$ cat src/rtl/fcmp_pkg.sv
package fcmp_pkg;
  localparam int CODE_W   = 4;
  localparam int CODE_LSB = 12;
  localparam int B_FX     = 31;
  localparam int B_VX     = 29;
  localparam int B_VXSNAN = 24;
  localparam int B_VXVC   = 19;
  localparam int B_VE     = 7;
  localparam logic [CODE_W-1:0] C_LT = 4'b1000;
  localparam logic [CODE_W-1:0] C_GT = 4'b0100;
  localparam logic [CODE_W-1:0] C_EQ = 4'b0010;
  localparam logic [CODE_W-1:0] C_UN = 4'b0001;

  typedef struct packed {
    logic nan;
    logic snan;
    logic qnan;
    logic zero;
    logic sign;
  } fp_class_t;
endpackage

$ cat src/rtl/fcmp_classify.sv
module fcmp_classify
  import fcmp_pkg::*;
#(
  parameter int EXP_W = 11,
  parameter int MAN_W = 52,
  localparam int FP_W = 1 + EXP_W + MAN_W
) (
  input  logic [FP_W-1:0] val,
  output fp_class_t       cls,
  output logic [FP_W-2:0] mag
);
  logic exp_ones, exp_zero, man_zero;
  assign exp_ones = &val[FP_W-2 -: EXP_W];
  assign exp_zero = ~|val[FP_W-2 -: EXP_W];
  assign man_zero = ~|val[MAN_W-1:0];
  assign mag      = val[FP_W-2:0];

  always_comb begin
    cls.sign = val[FP_W-1];
    cls.nan  = exp_ones & ~man_zero;
    cls.snan = cls.nan & ~val[MAN_W-1];
    cls.qnan = cls.nan & val[MAN_W-1];
    cls.zero = exp_zero & man_zero;
  end
endmodule

$ cat src/rtl/fcmp_order.sv
module fcmp_order
  import fcmp_pkg::*;
#(
  parameter int MAG_W = 63
) (
  input  fp_class_t         cls_a,
  input  fp_class_t         cls_b,
  input  logic [MAG_W-1:0]  mag_a,
  input  logic [MAG_W-1:0]  mag_b,
  output logic [CODE_W-1:0] code
);
  function automatic logic [CODE_W-1:0] rank(
    input fp_class_t ca, input fp_class_t cb,
    input logic [MAG_W-1:0] ma, input logic [MAG_W-1:0] mb);
    logic [CODE_W-1:0] r;
    if (ca.nan || cb.nan)        r = C_UN;
    else if (ca.zero && cb.zero) r = C_EQ;
    else if (ca.sign != cb.sign) r = ca.sign ? C_LT : C_GT;
    else if (ma == mb)           r = C_EQ;
    else if ((ma < mb) ^ ca.sign) r = C_LT;
    else                         r = C_GT;
    return r;
  endfunction

  assign code = rank(cls_a, cls_b, mag_a, mag_b);
endmodule

$ cat src/rtl/fcmp_flag_merge.sv
module fcmp_flag_merge
  import fcmp_pkg::*;
#(
  parameter int REG_W = 32
) (
  input  logic [REG_W-1:0]  stat_in,
  input  logic [CODE_W-1:0] code,
  input  fp_class_t         cls_a,
  input  fp_class_t         cls_b,
  input  logic              ordered,
  output logic              snan_hit,
  output logic              vxvc_hit,
  output logic              new_sticky,
  output logic [REG_W-1:0]  stat_out
);
  logic any_q;
  logic [REG_W-1:0] s1;

  assign snan_hit = cls_a.snan | cls_b.snan;
  assign any_q    = cls_a.qnan | cls_b.qnan;
  assign vxvc_hit = ordered & (snan_hit ? ~stat_in[B_VE] : any_q);
  assign new_sticky = (snan_hit & ~stat_in[B_VXSNAN]) | (vxvc_hit & ~stat_in[B_VXVC]);

  always_comb begin
    s1 = stat_in;
    s1[CODE_LSB +: CODE_W] = code;
    if (snan_hit) s1[B_VXSNAN] = 1'b1;
    if (vxvc_hit) s1[B_VXVC]   = 1'b1;
    if (new_sticky) s1[B_FX]   = 1'b1;
    s1[B_VX] = (|s1[B_VXSNAN:B_VXVC]) | (|s1[10:8]);
    stat_out = s1;
  end
endmodule

$ cat src/rtl/fcmp_cond_unit.sv
module fcmp_cond_unit
  import fcmp_pkg::*;
#(
  parameter int EXP_W   = 11,
  parameter int MAN_W   = 52,
  parameter int NFIELD  = 8,
  localparam int FP_W   = 1 + EXP_W + MAN_W,
  localparam int REG_W  = NFIELD * CODE_W,
  localparam int IDX_W  = $clog2(NFIELD)
) (
  input  logic             clk,
  input  logic             rst_n,
  input  logic             valid_i,
  input  logic             ordered_i,
  input  logic [IDX_W-1:0] field_i,
  input  logic [FP_W-1:0]  op_a_i,
  input  logic [FP_W-1:0]  op_b_i,
  input  logic [REG_W-1:0] status_i,
  input  logic [REG_W-1:0] cond_i,
  output logic [REG_W-1:0] status_o,
  output logic [REG_W-1:0] cond_o
);
  fp_class_t cls_a, cls_b;
  logic [FP_W-2:0] mag_a, mag_b;
  logic [CODE_W-1:0] code;
  logic snan_hit, vxvc_hit, new_sticky;
  logic [REG_W-1:0] status_nxt, cond_nxt;

  fcmp_classify #(.EXP_W(EXP_W), .MAN_W(MAN_W)) u_cls_a (.val(op_a_i), .cls(cls_a), .mag(mag_a));
  fcmp_classify #(.EXP_W(EXP_W), .MAN_W(MAN_W)) u_cls_b (.val(op_b_i), .cls(cls_b), .mag(mag_b));

  fcmp_order #(.MAG_W(FP_W-1)) u_order (
    .cls_a(cls_a), .cls_b(cls_b), .mag_a(mag_a), .mag_b(mag_b), .code(code));

  fcmp_flag_merge #(.REG_W(REG_W)) u_flags (
    .stat_in(status_i), .code(code), .cls_a(cls_a), .cls_b(cls_b),
    .ordered(ordered_i), .snan_hit(snan_hit), .vxvc_hit(vxvc_hit),
    .new_sticky(new_sticky), .stat_out(status_nxt));

  for (genvar k = 0; k < NFIELD; k++) begin : g_field
    assign cond_nxt[REG_W-1-CODE_W*k -: CODE_W] =
      (field_i == IDX_W'(k)) ? code : cond_i[REG_W-1-CODE_W*k -: CODE_W];
  end

  always_ff @(posedge clk or negedge rst_n) begin
    if (!rst_n) begin
      status_o <= '0;
      cond_o   <= '0;
    end else if (valid_i) begin
      status_o <= status_nxt;
      cond_o   <= cond_nxt;
    end
  end
endmodule

$ cat config.mk
export PLATFORM = sky130hd
export DESIGN_NAME = fcmp_cond_unit
export DESIGN_NICKNAME = d
export VERILOG_FILES = /design/src/rtl/fcmp_pkg.sv /design/src/rtl/fcmp_classify.sv /design/src/rtl/fcmp_order.sv /design/src/rtl/fcmp_flag_merge.sv /design/src/rtl/fcmp_cond_unit.sv
export SDC_FILE = /design/constraint.sdc
export NUM_CORES = 1
export LEC_CHECK = 0
export BUFFER_PORTS_ARGS = -buffer_cell sky130_fd_sc_hd__buf_2
export CAP_MARGIN = 20
export CORE_MARGIN = 3
export CORE_UTILIZATION = 49
export DETAILED_ROUTE_END_ITERATION = 8
export PLACE_DENSITY = 0.83
export SLEW_MARGIN = 20
export SYNTH_ARGS = -nofsm -noshare
export SYNTH_HDL_FRONTEND = slang
export SYNTH_HIERARCHICAL = 1
export SYNTH_SLANG_ARGS = --single-unit
$ cat constraint.sdc
create_clock -name clk -period 1 [get_ports clk]
set_input_delay 0.15 -clock clk [delete_from_list [all_inputs] [get_ports clk]]
set_output_delay 0.15 -clock clk [all_outputs]
set_load 0.01 [all_outputs]
### Word-level counts from Yosys, hierarchy flattened

Index checks and enable logic that the tools add are counted.

* register bits: 64
* output and inout port bits: 64
* word-level logic and storage cells: 66

* order comparisons: 1
* equality and inequality tests: 9
* multiplexer cells: 18
* bitwise logic cells: 21
* reductions and logical operators: 15

Operators with widths (count)
* $reduce_or A52 Y1: 2
* $eq A63 B63 Y1: 1
* $lt A63 B63 Y1: 1
* $mux W4: 14
* $reduce_and A11 Y1: 2
* $reduce_or A11 Y1: 2
* $eq A3 B3 Y1 const B: 4
* $and A1 B1 Y1: 11
* $eq A3 B2 Y1 const B: 2
* $reduce_or A6 Y1: 1
* $not A1 Y1: 5
* $logic_not A1 Y1: 4
* $mux W1: 4
* $or A1 B1 Y1: 4
* $eq A3 B1 Y1 const B: 1
* $logic_not A3 Y1: 1
* $reduce_or A3 Y1: 1
* $logic_and A1 B1 Y1: 1
* $logic_or A1 B1 Y1: 1
* $ne A1 B1 Y1: 1
* $xor A1 B1 Y1: 1

### Logic depth before layout (Yosys ltp)

Gate-level depths: netlist (run 1).

* depth in word-level cells: 9
* gate-level depth with buffers: 13
* mapped depth without buffers: 11

### Hierarchy

The synthesis (run 1) kept the hierarchy.

Modules (own cells, without submodules)
* fcmp_cond_unit: instances 1, cells each 218, area an instance 2762.6 um^2
* fcmp_order: instances 1, cells each 243, area an instance 1707.9 um^2
* fcmp_classify: instances 2, cells each 94, area an instance 688.2 um^2
* fcmp_flag_merge: instances 1, cells each 42, area an instance 319.1 um^2

### Worst setup path after synthesis (run 1)

OpenSTA, ideal clock, no wires.

* path kind: in2reg
* start: in op_a_i[40]
* end: reg cond_o[14]
* data arrival time: 2309 ps
* path slack: -1387 ps
* stages: 12
* buffers on the path: 2
* cells stage by stage: buf_4 > ha_1 > a21o_1 > a21o_1 > a221oi_2 > nor3b_2 > a2111oi_2 > nand3_2 > mux2i_1 > clkbuf_1 > mux2i_1 > a21oi_1

* longest elaborated chain between the ends: 8
* elaborated cells on any way between the ends: 15

Ends and longest elaborated chain
* start, declared: RTL line fcmp_cond_unit.sv:16 `input logic [FP_W-1:0] op_a_i,`
* $lt A63 B63 Y1: RTL line fcmp_order.sv:20 `else if ((ma < mb) ^ ca.sign) r = C_LT;`
* $xor A1 B1 Y1: RTL line fcmp_order.sv:20
* $mux W4: RTL line fcmp_order.sv:20
* $mux W4: RTL line fcmp_order.sv:19 `else if (ma == mb) r = C_EQ;`
* $mux W4: RTL line fcmp_order.sv:18 `else if (ca.sign != cb.sign) r = ca.sign ? C_LT : C_GT;`
* $mux W4: RTL line fcmp_order.sv:17 `else if (ca.zero && cb.zero) r = C_EQ;`
* $mux W4 (*): RTL line fcmp_order.sv:16 `if (ca.nan || cb.nan) r = C_UN;`
* net code[2]: RTL line fcmp_cond_unit.sv:25 `logic [CODE_W-1:0] code;`
* $mux W4 (*): RTL line fcmp_cond_unit.sv:42 `(field_i == IDX_W'(k)) ? code : cond_i[REG_W-1-CODE_W*k -: CODE_W];`
* end signal, assigned: RTL line fcmp_cond_unit.sv:51 `cond_o <= cond_nxt;`
* end, declared: RTL line fcmp_cond_unit.sv:21 `output logic [REG_W-1:0] cond_o`

The timed path passes the listed nets; every way through them passes the cells marked *.
A chain may end at the register's enable or synchronous reset.

### Final worst setup path (run 1)

* start: in op_b_i[21]
* end: reg cond_o[23]

* longest elaborated chain between the ends: 8
* elaborated cells on any way between the ends: 15

Ends and longest elaborated chain
* start, declared: RTL line fcmp_cond_unit.sv:17 `input logic [FP_W-1:0] op_b_i,`
* $lt A63 B63 Y1: RTL line fcmp_order.sv:20
* $xor A1 B1 Y1: RTL line fcmp_order.sv:20
* $mux W4: RTL line fcmp_order.sv:20
* $mux W4: RTL line fcmp_order.sv:19
* $mux W4: RTL line fcmp_order.sv:18
* $mux W4: RTL line fcmp_order.sv:17
* $mux W4 (*): RTL line fcmp_order.sv:16
* net code[3]: RTL line fcmp_cond_unit.sv:25
* $mux W4 (*): RTL line fcmp_cond_unit.sv:42

Marks and branches as above.

==> flow_summary.json, run 1 <==
{
  "hp-start": "status_i[17]",
  "endpoint_kind": "register",
  "hold_depth": 2,
  "cts_tree": "built",
  "grt_pass1_wl_um": 29000,
  "ir_worst_vdd_mv": 1.22,
  "outcome": "complete, but fails checks",
  "synthCells": 689,
  "slew_violations": 0,
  "period_share_pct": 222,
  "setup_ws_ps": -1220,
  "synthesis.area_mm2": 0.00616,
  "rsz0062_at_grt": "true",
  "syn-num-nets": 951,
  "timing.rr.end": "status_o[13]",
  "finalWeightedCongestion": 0.897,
  "layout.cells.non_filler": 1068,
  "r2r_cells": 2,
  "drc": 0,
  "htreeDepth": 3,
  "crit_path_start_kind": "primary input",
  "yosys_warnings": 6,
  "violations": "negative setup slack",
  "skew_ps": 0,
  "place_inst": 1018,
  "syn_to_final_growth_pct": 42.6,
  "r2r_slack_ps": 90,
  "vias_per_cell": 5.29,
  "port_buffers": 257,
  "die_h_um": 118,
  "maxCapViolations": 0,
  "drive_gt1_share_pct": 58.8,
  "final.setup.tns_ps": -41140,
  "die_area_mm2": 0.0139,
  "power.density_mw_per_mm2": 1040,
  "fp.coreArea_mm2": 0.0122,
  "grt_overflow_total": 0,
  "antenna_found_initial": 1,
  "drt-initial-drc-count": 304,
  "hold_class": "in2reg",
  "clockRootBuffer": "clkbuf_16",
  "initial_core_util_pct": 50.6,
  "grt_pass1_vias": 5966,
  "path_class": "in2reg",
  "slew_headroom_pct": 72.4,
  "die_w_um": 118,
  "fin_crit_ps": 2220,
  "rows": 40,
  "cp.arrival_ps": 2460,
  "total_leakage_power_nw": 4.31,
  "fmax_mhz": 450,
  "first_pass_iters": 5,
  "ant_nets": 0,
  "hold-path-endpoint": "status_o[17]",
  "crit_fanout": 5,
  "finalNetCount": 1156,
  "r2r_start": "status_o[13]",
  "io_pins": 263,
  "worstMarginPinSlew_ps": 411,
  "hpwl_um": 13400,
  "crit_required_ps": 1240,
  "avgRoutedWirePerCell_um": 17.7,
  "finalHoldViolations": 0,
  "clkTransAtPathRegs_ps": 60,
  "setup_viol": 48,
  "clk_latency_ps": 330,
  "vias": 5655,
  "totalWireLength_um": 18900,
  "track_usage_pct": 25.5,
  "clock_sinks": 64,
  "cts_buffers": 9,
  "postSynthAreaPerCell_um2": 8.93,
  "pre_cts_ws_ps": -1690,
  "cts_max_path_buffers": 2,
  "grt_start_max_net_pins": 42,
  "fin_worst_hold_slack_ps": 56.3
}
[cell usage in the layout (no fill, tap or decap), types with 3 or more instances in the layout]
cell / n
nand3b_1: 4
mux2i_1: 31
nand3_1: 6
buf_8: 7
clkinv_2: 4
mux2_4: 6
a21o_1: 3
nor4_1: 5
inv_1: 50
buf_12: 3
nand2_1: 13
nor2_1: 46
nor3_1: 5
clkbuf_16: 9
buf_6: 53
nor3_4: 5
mux2i_2: 3
nor4_2: 8
nand3_2: 4
o21ai_0: 8
ha_4: 23
nor3b_4: 4
buf_2: 202
ha_1: 40
dfrtp_1: 64
a211oi_1: 4
nor4_4: 22
inv_4: 4
buf_4: 101
mux2_2: 26
a21oi_1: 51
inv_2: 16
a21oi_2: 5
nand4_1: 23
a31oi_1: 3
[worst max-delay path: stages]
cell and delay, ps:
buf_8 100, inv_4 50, ha_4 200, nand4_1 160
buf_4 140, buf_4 100, nor3_2 40, a221oi_1 250
o211ai_1 160, a31oi_1 260, nand3_2 160, mux2i_2 250
buf_4 180, mux2i_1 70, a21oi_1 170
[report_power, final]
| group | leakage [nW] | internal [W] | switching [W] | total (W) |
|---|---|---|---|---|
| combinational | 3.42 | 0.00159 | 0.00147 | 0.00305 |
| clock | 0.152 | 0.00198 | 0.00110 | 0.00308 |
| sequential | 0.733 | 0.00285 | 0.000143 | 0.00299 |
[per-layer routing]
layer	share of wire [%]	vias up	global-route usage, %	wire [um]
li1	-	2668	-	-
met1	39	2662	30.1	7300
met2	52	255	44.9	9850
met3	5.7	70	5.72	1080
met4	3.8	0	9.82	717
met5	0	-	0	0
[registers in the layout (all words and copies together) (netlist names)]
signal,flops
status_o,32
cond_o,32
[layout make-up]
cell class	instances	area, um^2
diodes	1	2.50
clock buffers	10	239
clock inverters	6	58.8
fillers	857	3380
inverters	70	273
multi-input cells	381	3820
flip-flops and latches	64	1600
well taps	168	210
repair buffers	368	2570
[what timing repair did]
action | in CTS | in global routing
hold buffers | 1 | 0
cloned | 3 | 0
resized for setup | 145 | 58
endpoints found under the setup margin | 68 | 104
setup buffers | 18 | 12
pin swaps | 34 | 13
endpoints found under the hold margin | 9 | 0
[worst max path at each step]
stage                 endpoint  cells past startpoint        from
global placement    cond_o[27]                     14   op_a_i[5]
finish              cond_o[23]                     15  op_b_i[21]
detailed placement  cond_o[23]                     14   op_a_i[5]
CTS                 cond_o[23]                     14  op_b_i[21]
global route        cond_o[23]                     13  op_a_i[41]
floorplan           cond_o[14]                     12  op_b_i[15]
[through the flow]
stage,instance area (um^2),utilization [%],total power [W]
global route,8780,72.2,0.00959
detailed placement,7170,59.0,0.00543
global placement,7170,59.0,0.00534
floorplan,6340,-,0.00460
CTS,8430,69.3,0.00889
finish,8780,72.2,0.00912
Note: power is estimated with default switching activity, not from simulation.
==> run 2, diff against run 1 <==
CORE_UTILIZATION = 35   (was 49)
PLACE_DENSITY = 0.63   (was 0.83)
==> flow_summary.json, run 2 (synthesis gave the netlist of run 1 again) <==
{
  "path_buf_inv": 8,
  "layout_commonest_cell": "buf_2",
  "cp.depth": 16,
  "maxCapViolations": 0,
  "cts_buffers": 9,
  "first_pass_iters": 4,
  "clock_sinks": 64,
  "syn_to_final_growth_pct": 41.5,
  "cts_tree": "built",
  "vias": 5395,
  "htreeDepth": 3,
  "reg.largest.list": "cond_o (32), status_o (32)",
  "final_core_util_pct": 51.6,
  "finalWeightedCongestion": 0.816,
  "cts_max_path_buffers": 2,
  "pre_cts_ws_ps": -1890,
  "avgRoutedWirePerCell_um": 16.1,
  "finalHoldViolations": 0,
  "grt_pass1_vias": 5636,
  "fin_worst_hold_slack_ps": 53.7,
  "cp.arrival_ps": 2570,
  "final.setup.tns_ps": -48540,
  "fp.coreArea_mm2": 0.0169,
  "ir_worst_vdd_mv": 0.948,
  "slew_headroom_pct": 64.3,
  "power.density_mw_per_mm2": 998,
  "endpoint_kind": "register",
  "grt_overflow_total": 0,
  "nFillCells": 1561,
  "grt_pass1_wl_um": 28700,
  "hold_depth": 2,
  "hold_class": "in2reg",
  "violations": "negative setup slack",
  "fin_crit_ps": 2330,
  "finalNetCount": 1168,
  "track_usage_pct": 18.0,
  "hpwl_um": 14300,
  "antenna_found_initial": 1,
  "worstMarginPinSlew_ps": 532,
  "crit_path_start_kind": "primary input",
  "diodes": 0,
  "ant_nets": 0,
  "port_buffers": 257,
  "r2r_cells": 2,
  "total_leakage_power_nw": 4.30,
  "grt_start_max_net_pins": 65,
  "rsz0062_at_grt": "true",
  "final_cell_mix": "buf_2 (211), buf_4 (107), dfrtp_1 (64), a21oi_1 (53), inv_1 (53)",
  "crit_required_ps": 1230,
  "vias_per_cell": 4.78,
  "setup_ws_ps": -1330,
  "drt-initial-drc-count": 186,
  "clk_latency_ps": 320,
  "rows": 47,
  "setup_viol": 48,
  "slowest_delay_ps": 340,
  "totalWireLength_um": 18200,
  "path_class": "in2reg",
  "path_common_cell": "buf_6",
  "die_h_um": 139,
  "drive_gt1_share_pct": 56.9,
  "die_w_um": 139,
  "initial_core_util_pct": 36.5,
  "die_area_mm2": 0.0192,
  "clockRootBuffer": "clkbuf_16",
  "crit_fanout": 5,
  "io_pins": 263,
  "crit_family": "simple AND/OR/NAND/NOR gates",
  "slew_violations": 0,
  "fmax_mhz": 428,
  "drc": 0,
  "skew_ps": 0,
  "crit_slowest_cell": "nor4_4",
  "outcome": "complete, but fails checks",
  "crit_chain": "buf_8 > nor4_4 > buf_4 > nand2_4 > nor4_4 > nor2_1 > or2_4 > buf_4 > buf_6 > buf_6 > buf_6 > buf_12 > nor2_4 > buf_6 > mux2i_1 > a21oi_1",
  "clkTransAtPathRegs_ps": 50,
  "period_share_pct": 233
}
[run 2: changes by cell type in the layout (fill, tap and decap cells not counted), sizes merged]
cell,previous run,this run
buf,366,378
clkinv,5,1
clkbuf,10,13
bufinv,1,0
diode,1,0
[run 2: worst register-to-register path, cell delays in order, from the launching register on]
cell and delay [ps]:
dfrtp_1 390, buf_4 130, mux2_4 260
[run 2: report_power, final]
part	switching (W)	internal, W
clock	0.00103	0.00171
combinational	0.00138	0.00158
sequential	0.000142	0.00285
[run 2: timing repair]
action,4_1_cts,5_1_grt
endpoints found under the setup margin,60,102
cloned,3,0
pin swaps,23,36
setup buffers,12,18
endpoints found under the hold margin,64,0
resized for setup,113,52
hold buffers,1,0
[run 2: per-stage QoR]
stage	total power, W	instances	instance area, um^2
final	0.00870	1129	8710
after detailed placement	0.00551	1082	7350
after global placement	0.00546	1082	7350
after global routing	0.00922	1129	8710
after CTS	0.00854	1112	8310
after floorplan	0.00460	689	6340
[run 2: path summary, 6_finish.rpt]
| kind | start | end | slack, ps |
|---|---|---|---|
| setup / recovery | op_a_i[5] | cond_o[9] | -1330 |
| hold / removal | status_i[25] | status_o[25] | 50 |
| setup reg to reg | status_o[31] | status_o[31] | 100 |
| hold reg to reg | status_o[6] | status_o[6] | 500 |
| max in group asynchronous | rst_n | cond_o[21] | 340 |
| min in group asynchronous | rst_n | status_o[30] | 370 |
[run 2: layer usage]
metal / wire length (um) / global-route usage, %
met5: 7 / 0
met4: 223 / 3.30
met3: 890 / 3.45
met2: 9070 / 31.8
met1: 7960 / 23.3
[run 2: area by class of cell]
cell class / instances / area (um^2) / area share [%]
repair buffers: 380 / 2650 / 30.5
flip-flops and latches: 64 / 1600 / 18.4
clock buffers: 13 / 250 / 2.87
multi-input cells: 381 / 3650 / 41.9
inverters: 70 / 273 / 3.13
clock inverters: 1 / 5.00 / 0.0575
well taps: 220 / 275 / 3.16
